File: src/rtl/rkd_pkg.sv
package rkd_pkg;

  localparam int ATTR_W   = 3;
  localparam int EVEN_LSB = 0;  // even rank code position inside an attribute byte
  localparam int ODD_LSB  = 4;  // odd rank code position inside an attribute byte

  typedef enum logic [ATTR_W-1:0] {
    PG_EMPTY = 3'b000,
    PG_4K    = 3'b010,
    PG_8K    = 3'b011,
    PG_16K   = 3'b100
  } page_code_e;

  function automatic logic code_usable(input logic [ATTR_W-1:0] code);
    return (code == PG_4K) || (code == PG_8K) || (code == PG_16K);
  endfunction

endpackage

File: src/rtl/rkd_cfg_regs.sv
module rkd_cfg_regs
  import rkd_pkg::*;
#(
  parameter int RPC    = 4,
  parameter int BND_W  = 8,
  parameter int CFG_AW = 4
) (
  input  logic                                 clk,
  input  logic                                 rst_n,
  input  logic                                 cfg_we,
  input  logic [CFG_AW-1:0]                    cfg_addr,
  input  logic [BND_W-1:0]                     cfg_wdata,
  output logic [RPC-1:0][BND_W-1:0]            bnd_c0,
  output logic [RPC-1:0][BND_W-1:0]            bnd_c1,
  output logic [RPC-1:0][ATTR_W-1:0]           code_c0,
  output logic [RPC-1:0][ATTR_W-1:0]           code_c1
);

  localparam int HALF      = RPC / 2;
  localparam int ATTR_BASE = 2 * RPC;

  logic [1:0][RPC-1:0][BND_W-1:0]  bnd_q;
  logic [1:0][RPC-1:0][ATTR_W-1:0] code_q;

  // Boundaries occupy the first 2*RPC addresses, attribute bytes follow.
  // Addresses past the last attribute byte select nothing.
  always_ff @(posedge clk or negedge rst_n) begin
    if (!rst_n) begin
      bnd_q  <= '0;
      code_q <= '0;
    end else if (cfg_we) begin
      for (int c = 0; c < 2; c++) begin
        for (int r = 0; r < RPC; r++) begin
          if (cfg_addr == CFG_AW'(c * RPC + r))
            bnd_q[c][r] <= cfg_wdata;
        end
        for (int j = 0; j < HALF; j++) begin
          if (cfg_addr == CFG_AW'(ATTR_BASE + c * HALF + j)) begin
            code_q[c][2*j]   <= cfg_wdata[EVEN_LSB +: ATTR_W];
            code_q[c][2*j+1] <= cfg_wdata[ODD_LSB +: ATTR_W];
          end
        end
      end
    end
  end

  assign bnd_c0  = bnd_q[0];
  assign bnd_c1  = bnd_q[1];
  assign code_c0 = code_q[0];
  assign code_c1 = code_q[1];

endmodule

File: src/rtl/rkd_sym_detect.sv
module rkd_sym_detect
  import rkd_pkg::*;
#(
  parameter int RPC   = 4,
  parameter int BND_W = 8
) (
  input  logic [RPC-1:0][BND_W-1:0]  bnd_c0,
  input  logic [RPC-1:0][BND_W-1:0]  bnd_c1,
  input  logic [RPC-1:0][ATTR_W-1:0] code_c0,
  input  logic [RPC-1:0][ATTR_W-1:0] code_c1,
  output logic                       sym
);

  logic [RPC-1:0] rank_same;

  // Per-rank equality, then an AND across ranks.
  for (genvar r = 0; r < RPC; r++) begin : g_rank
    assign rank_same[r] = (bnd_c0[r] == bnd_c1[r]) && (code_c0[r] == code_c1[r]);
  end

  assign sym = &rank_same;

endmodule

File: src/rtl/rkd_rank_match.sv
module rkd_rank_match
  import rkd_pkg::*;
#(
  parameter int RPC    = 4,
  parameter int BND_W  = 8,
  parameter int UNIT_W = 8,
  parameter int IDX_W  = 3
) (
  input  logic [UNIT_W-1:0]          unit,
  input  logic                       ilv,
  input  logic [RPC-1:0][BND_W-1:0]  bnd_c0,
  input  logic [RPC-1:0][BND_W-1:0]  bnd_c1,
  input  logic [RPC-1:0][ATTR_W-1:0] code_c0,
  input  logic [RPC-1:0][ATTR_W-1:0] code_c1,
  output logic                       hit,
  output logic [IDX_W-1:0]           hit_idx,
  output logic [ATTR_W-1:0]          hit_code
);

  localparam int NR    = 2 * RPC;
  localparam int CMP_W = BND_W + 1;

  logic [CMP_W-1:0]  unit_x;
  logic [CMP_W-1:0]  lim  [NR];
  logic [ATTR_W-1:0] code [NR];
  logic [NR-1:0]     cand;

  assign unit_x = CMP_W'(unit);

  for (genvar k = 0; k < NR; k++) begin : g_slot
    logic [CMP_W-1:0] seq_lim;
    logic [CMP_W-1:0] ilv_lim;
    logic [CMP_W-1:0] prev_lim;

    if (k < RPC) begin : g_c0
      assign seq_lim = {1'b0, bnd_c0[k]};
      assign ilv_lim = {bnd_c0[k], 1'b0};
      assign code[k] = code_c0[k];
    end else begin : g_c1
      assign seq_lim = {1'b0, bnd_c1[k-RPC]};
      assign ilv_lim = '0;            // upper slots unused when interleaved
      assign code[k] = code_c1[k-RPC];
    end

    if (k == 0) begin : g_first
      assign prev_lim = '0;
    end else begin : g_next
      assign prev_lim = lim[k-1];
    end

    assign lim[k]  = ilv ? ilv_lim : seq_lim;
    // Populated (limit moved) and still above the address.
    assign cand[k] = (lim[k] > unit_x) && (lim[k] != prev_lim);
  end

  // Lowest candidate wins.
  always_comb begin
    hit_idx = '0;
    for (int k = NR - 1; k >= 0; k--) begin
      if (cand[k]) hit_idx = IDX_W'(k);
    end
  end

  assign hit      = |cand;
  assign hit_code = code[hit_idx];

endmodule

File: src/rtl/rkd_decoder.sv
module rkd_decoder
  import rkd_pkg::*;
#(
  parameter int ADDR_W      = 33,
  parameter int GRAIN_SHIFT = 25,
  parameter int RANKS_PER_CH = 4,
  parameter int BND_W       = 8,
  parameter int ILV_BIT     = 6,
  localparam int NR         = 2 * RANKS_PER_CH,
  localparam int RANK_W     = $clog2(NR),
  localparam int NREG       = 3 * RANKS_PER_CH,
  localparam int CFG_AW     = $clog2(NREG)
) (
  input  logic              clk,
  input  logic              rst_n,
  input  logic              cfg_we,
  input  logic [CFG_AW-1:0] cfg_addr,
  input  logic [BND_W-1:0]  cfg_wdata,
  output logic              interleaved,
  input  logic              req_valid,
  output logic              req_ready,
  input  logic [ADDR_W-1:0] req_addr,
  output logic              rsp_valid,
  input  logic              rsp_ready,
  output logic              rsp_miss,
  output logic              rsp_attr_err,
  output logic [RANK_W-1:0] rsp_rank,
  output logic              rsp_chan,
  output logic [ATTR_W-1:0] rsp_page
);

  localparam int UNIT_W = ADDR_W - GRAIN_SHIFT;

  logic [RANKS_PER_CH-1:0][BND_W-1:0]  bnd_c0, bnd_c1;
  logic [RANKS_PER_CH-1:0][ATTR_W-1:0] code_c0, code_c1;
  logic                                hit;
  logic [RANK_W-1:0]                   hit_idx;
  logic [ATTR_W-1:0]                   hit_code;
  logic                                accept;

  logic              nx_miss, nx_err, nx_chan;
  logic [RANK_W-1:0] nx_rank;
  logic [ATTR_W-1:0] nx_page;

  logic unused_low_addr;
  assign unused_low_addr = ^req_addr[GRAIN_SHIFT-1:0];

  rkd_cfg_regs #(
    .RPC(RANKS_PER_CH), .BND_W(BND_W), .CFG_AW(CFG_AW)
  ) u_regs (
    .clk(clk), .rst_n(rst_n),
    .cfg_we(cfg_we), .cfg_addr(cfg_addr), .cfg_wdata(cfg_wdata),
    .bnd_c0(bnd_c0), .bnd_c1(bnd_c1),
    .code_c0(code_c0), .code_c1(code_c1)
  );

  rkd_sym_detect #(
    .RPC(RANKS_PER_CH), .BND_W(BND_W)
  ) u_sym (
    .bnd_c0(bnd_c0), .bnd_c1(bnd_c1),
    .code_c0(code_c0), .code_c1(code_c1),
    .sym(interleaved)
  );

  rkd_rank_match #(
    .RPC(RANKS_PER_CH), .BND_W(BND_W), .UNIT_W(UNIT_W), .IDX_W(RANK_W)
  ) u_match (
    .unit(req_addr[ADDR_W-1:GRAIN_SHIFT]),
    .ilv(interleaved),
    .bnd_c0(bnd_c0), .bnd_c1(bnd_c1),
    .code_c0(code_c0), .code_c1(code_c1),
    .hit(hit), .hit_idx(hit_idx), .hit_code(hit_code)
  );

  // Result formation: clean miss, attribute fault, or good hit.
  always_comb begin
    nx_miss = 1'b1;
    nx_err  = 1'b0;
    nx_rank = '0;
    nx_chan = 1'b0;
    nx_page = '0;
    if (hit) begin
      nx_rank = hit_idx;
      nx_chan = interleaved ? req_addr[ILV_BIT] : hit_idx[RANK_W-1];
      nx_page = hit_code;
      nx_miss = !code_usable(hit_code);
      nx_err  = !code_usable(hit_code);
    end
  end

  // Single output register with pass-through back-pressure.
  assign req_ready = !rsp_valid || rsp_ready;
  assign accept    = req_valid && req_ready;

  always_ff @(posedge clk or negedge rst_n) begin
    if (!rst_n) begin
      rsp_valid    <= 1'b0;
      rsp_miss     <= 1'b0;
      rsp_attr_err <= 1'b0;
      rsp_rank     <= '0;
      rsp_chan     <= 1'b0;
      rsp_page     <= '0;
    end else if (accept) begin
      rsp_valid    <= 1'b1;
      rsp_miss     <= nx_miss;
      rsp_attr_err <= nx_err;
      rsp_rank     <= nx_rank;
      rsp_chan     <= nx_chan;
      rsp_page     <= nx_page;
    end else if (rsp_ready) begin
      rsp_valid    <= 1'b0;
    end
  end

endmodule

File: config.mk
export PLATFORM = sky130hd
export DESIGN_NAME = rkd_decoder
export DESIGN_NICKNAME = d
export VERILOG_FILES = /design/src/rtl/rkd_pkg.sv /design/src/rtl/rkd_cfg_regs.sv /design/src/rtl/rkd_sym_detect.sv /design/src/rtl/rkd_rank_match.sv /design/src/rtl/rkd_decoder.sv
export SDC_FILE = /design/constraint.sdc
export NUM_CORES = 1
export LEC_CHECK = 0
export ABC_AREA = 0
export CAP_MARGIN = 25
export CORE_ASPECT_RATIO = 0.75
export CORE_MARGIN = 5
export CORE_UTILIZATION = 45
export DETAILED_ROUTE_END_ITERATION = 16
export SKIP_CTS_REPAIR_TIMING = 1
export SLEW_MARGIN = 0
export SYNTH_ARGS = -nofsm -noshare
export SYNTH_HDL_FRONTEND = slang
export SYNTH_SLANG_ARGS = --single-unit
File: constraint.sdc
create_clock -name clk -period 6.4 [get_ports clk]
set_input_delay 1.28 -clock clk [delete_from_list [all_inputs] [get_ports clk]]
set_output_delay 1.28 -clock clk [all_outputs]
set_load 0.005 [all_outputs]
==> flow_summary.ini <==
[drt]
ant_nets = 0
drt_first_pass_iters = 5
routedWlPerCell_um = 21.5
vias_per_cell = 5.81
via_count = 5800
drt-total-wl_um = 21400
drt_first_iter_violations = 387
remaining_drc_errors = 0

[placement]
dp.cells = 983
io_buffers = 37
gp_congestion = 0.959
dp_hpwl_um = 16300

[cts]
htree_levels = 3
cts_buffers = 9
cts.path.max_buffers = 2
cts.sinks = 98
clk_pin_slew_worst_paths_ps = 70
clk_latency_ps = 350
cts_tree = built
cts_root_buf = clkbuf_16

[logic_synthesis]
synth_edf_count = 0
synth.avg_cell_area_um2 = 9.67
synth.area.top_cells = dfrtp_1 (33%), mux2_2 (14%), ha_1 (11%), xor2_1 (8.0%), nand2_1 (5.3%)
synth_warnings = 0
syn-cell-area_um2 = 7450
ys_seq_area_frac = 0.329
synth_top_cell_by_area = dfrtp_1
synth_cells = 771
syn_nets = 885
synth_top_area_share = 0.329
synth_cell_types = 58
synth.most_common_cell = nand2_1
synthArstFlopShare = 1.00
ys_ff_latch = 98
synthFlopType = dfrtp_1
synth.top_cells.by_count = nand2_1 (106), dfrtp_1 (98), mux2_2 (90)

[timing]
fin_crit_ps = 5770
fin_crit_sh = 0.902
hold_viol_final = 0
tightest_slew_ps = 1040
setup_tns_ps = 0
rsz0062_at_grt = false
fmax_mhz = 173
finClkSkew_ps = 8.63
final_max_slew_viol_count = 0
setup_viol = 0
slew_headroom = 0.305

[critical_path]
worstPathMaxFanout = 49
crit_top_cell = mux2i_1
end_kind = flip-flop
crit_slowest_cell = a221oi_1
max_stage_delay_ps = 600
worst_ep_required_time_ps = 6610
worstSetupStartpointType = flip-flop
crit_type = reg -> reg
critPathArrivalTime_ps = 5990
crit_chain = xor2_1, nor4_1, nand4_1, or3_4, buf_4, and2_1, ha_1, o21ai_0, a21oi_1, o21ai_1, a221oi_1, nor3_1, a21oi_2, nand2b_1, mux2i_1, mux2i_1, mux2_2, nor3b_2, o31ai_1
path_delay_family = simple AND/OR/NAND/NOR gates
crit_buf_inv = 1

[power_and_ir_drop]
powerDensity_nw_per_um2 = 343
power_uw = 2840
p_leak_uw = 0.00371
vdd_drop_max_mv = 0.182

[floorplan]
rows = 40
die-area_um2 = 19300
die_h_um = 121
coreArea_um2 = 16100
start_util = 0.462
io_pins = 62
die_w_um = 159

[worst_hold_path]
holdCritPathClass = reg -> reg

[cells_and_area]
n_fill_cell = 1450
stdcell_count = 998
drive_gt1_frac = 0.169
post-route-util = 0.513
fin_nets = 898
ff_latch_area_um2 = 2450
antenna_cells = 0
multi_input_area_um2 = 4730
area_delta_synth_final_pct = 10.9

[run_status]
outcome = completed

[global_routing]
grt-ovfl-total = 0
antenna_found_initial = 0
track_usage = 0.229
grt_pass1_vias = 5722
grt_max_degree = 70
grt_pass1_wl_um = 33300

[run]
cap_violations = 0
==> path summary, 6_finish.rpt <==
path,startpoint,end,slack [ps],depth (start not counted)
setup / recovery,u_regs.bnd_c0[10],rsp_miss,630,19
max in group asynchronous,rst_n,u_regs.bnd_c0[17],4320,2
setup reg to reg,u_regs.bnd_c0[10],rsp_miss,630,19
hold reg to reg,rsp_attr_err,rsp_attr_err,480,2
min in group asynchronous,rst_n,rsp_page[0],850,1
hold / removal,rsp_attr_err,rsp_attr_err,480,2
==> layout make-up <==
type,count,area share
well taps,210,0.0318
repair buffers,48,0.0545
clock buffers,10,0.0289
multi-input cells,611,0.573
inverters,16,0.00787
flip-flops and latches,98,0.297
clock inverters,5,0.00742
==> cells in the final DEF (no fill, tap or decap), types with 3 or more instances in the layout <==
cell type / count
o211ai_1: 3
or3_1: 3
mux2_2: 90
clkdlybuf4s50_1: 36
nand3_1: 6
o21ai_0: 20
nand4_1: 21
nand2b_1: 14
mux2i_1: 12
nor2_1: 34
and2_1: 28
a21o_1: 4
a21oi_1: 20
clkbuf_16: 9
o31ai_1: 3
xor2_1: 68
nand3b_1: 3
nor3_1: 5
o21ai_1: 3
nand2_1: 106
xnor2_1: 32
nor4_1: 21
dfrtp_1: 98
a211oi_1: 5
nor2b_1: 5
a21oi_2: 4
ha_1: 64
buf_4: 12
a22o_1: 5
inv_1: 15
==> cell families (layout without fill, tap and decap cells) <==
| group | after synthesis | count (layout) | share of synthesized area |
|---|---|---|---|
| adder cells (fa/ha/maj) | 64 | 64 | 0.107 |
| AO/OA/AOI/OAI | 92 | 92 | 0.0893 |
| AND/OR/NAND/NOR | 253 | 253 | 0.169 |
| multiplexers | 102 | 102 | 0.152 |
| flip-flops | 98 | 98 | 0.329 |
| buffers and inverters | 62 | 79 | 0.0358 |
| XOR/XNOR | 100 | 100 | 0.118 |
==> registers in the layout, summed over array words and instances, names as in the netlist <==
name,flops
u_regs.bnd_c0,32
u_regs.bnd_c1,32
u_regs.code_c0,12
u_regs.code_c1,12
rsp_page,3
rsp_rank,3
rsp_attr_err,1
rsp_chan,1
rsp_miss,1
rsp_valid,1
==> where the power goes <==
part	switching, uW	internal (uW)
registers	275	775
logic	607	629
clock network	238	314
==> tightest hold or removal path, cell delays in order (launching register included) <==
cell and delay (ps):
dfrtp_1 340, nand2_1 70, o41ai_2 50
==> stage by stage <==
stage          hold WS (ps)  instance area, um2  worst slack (ps)
2_1_floorplan           473                7450              1660
3_3_place_gp            466                7960               881
3_5_place_dp            474                7960               757
4_1_cts                 491                8260               749
5_1_grt                 506                8260               327
6_report                484                8260               626
==> metal layers <==
metal	vias up	global-route usage	share of wire	wire, um
met5	-	0	0	0
met2	152	0.342	0.44	9340
met3	37	0.0324	0.044	943
met1	2882	0.345	0.50	10700
met4	0	0.0591	0.020	425
li1	2729	-	-	-
No activity file was read; power rests on OpenSTA's default activity.
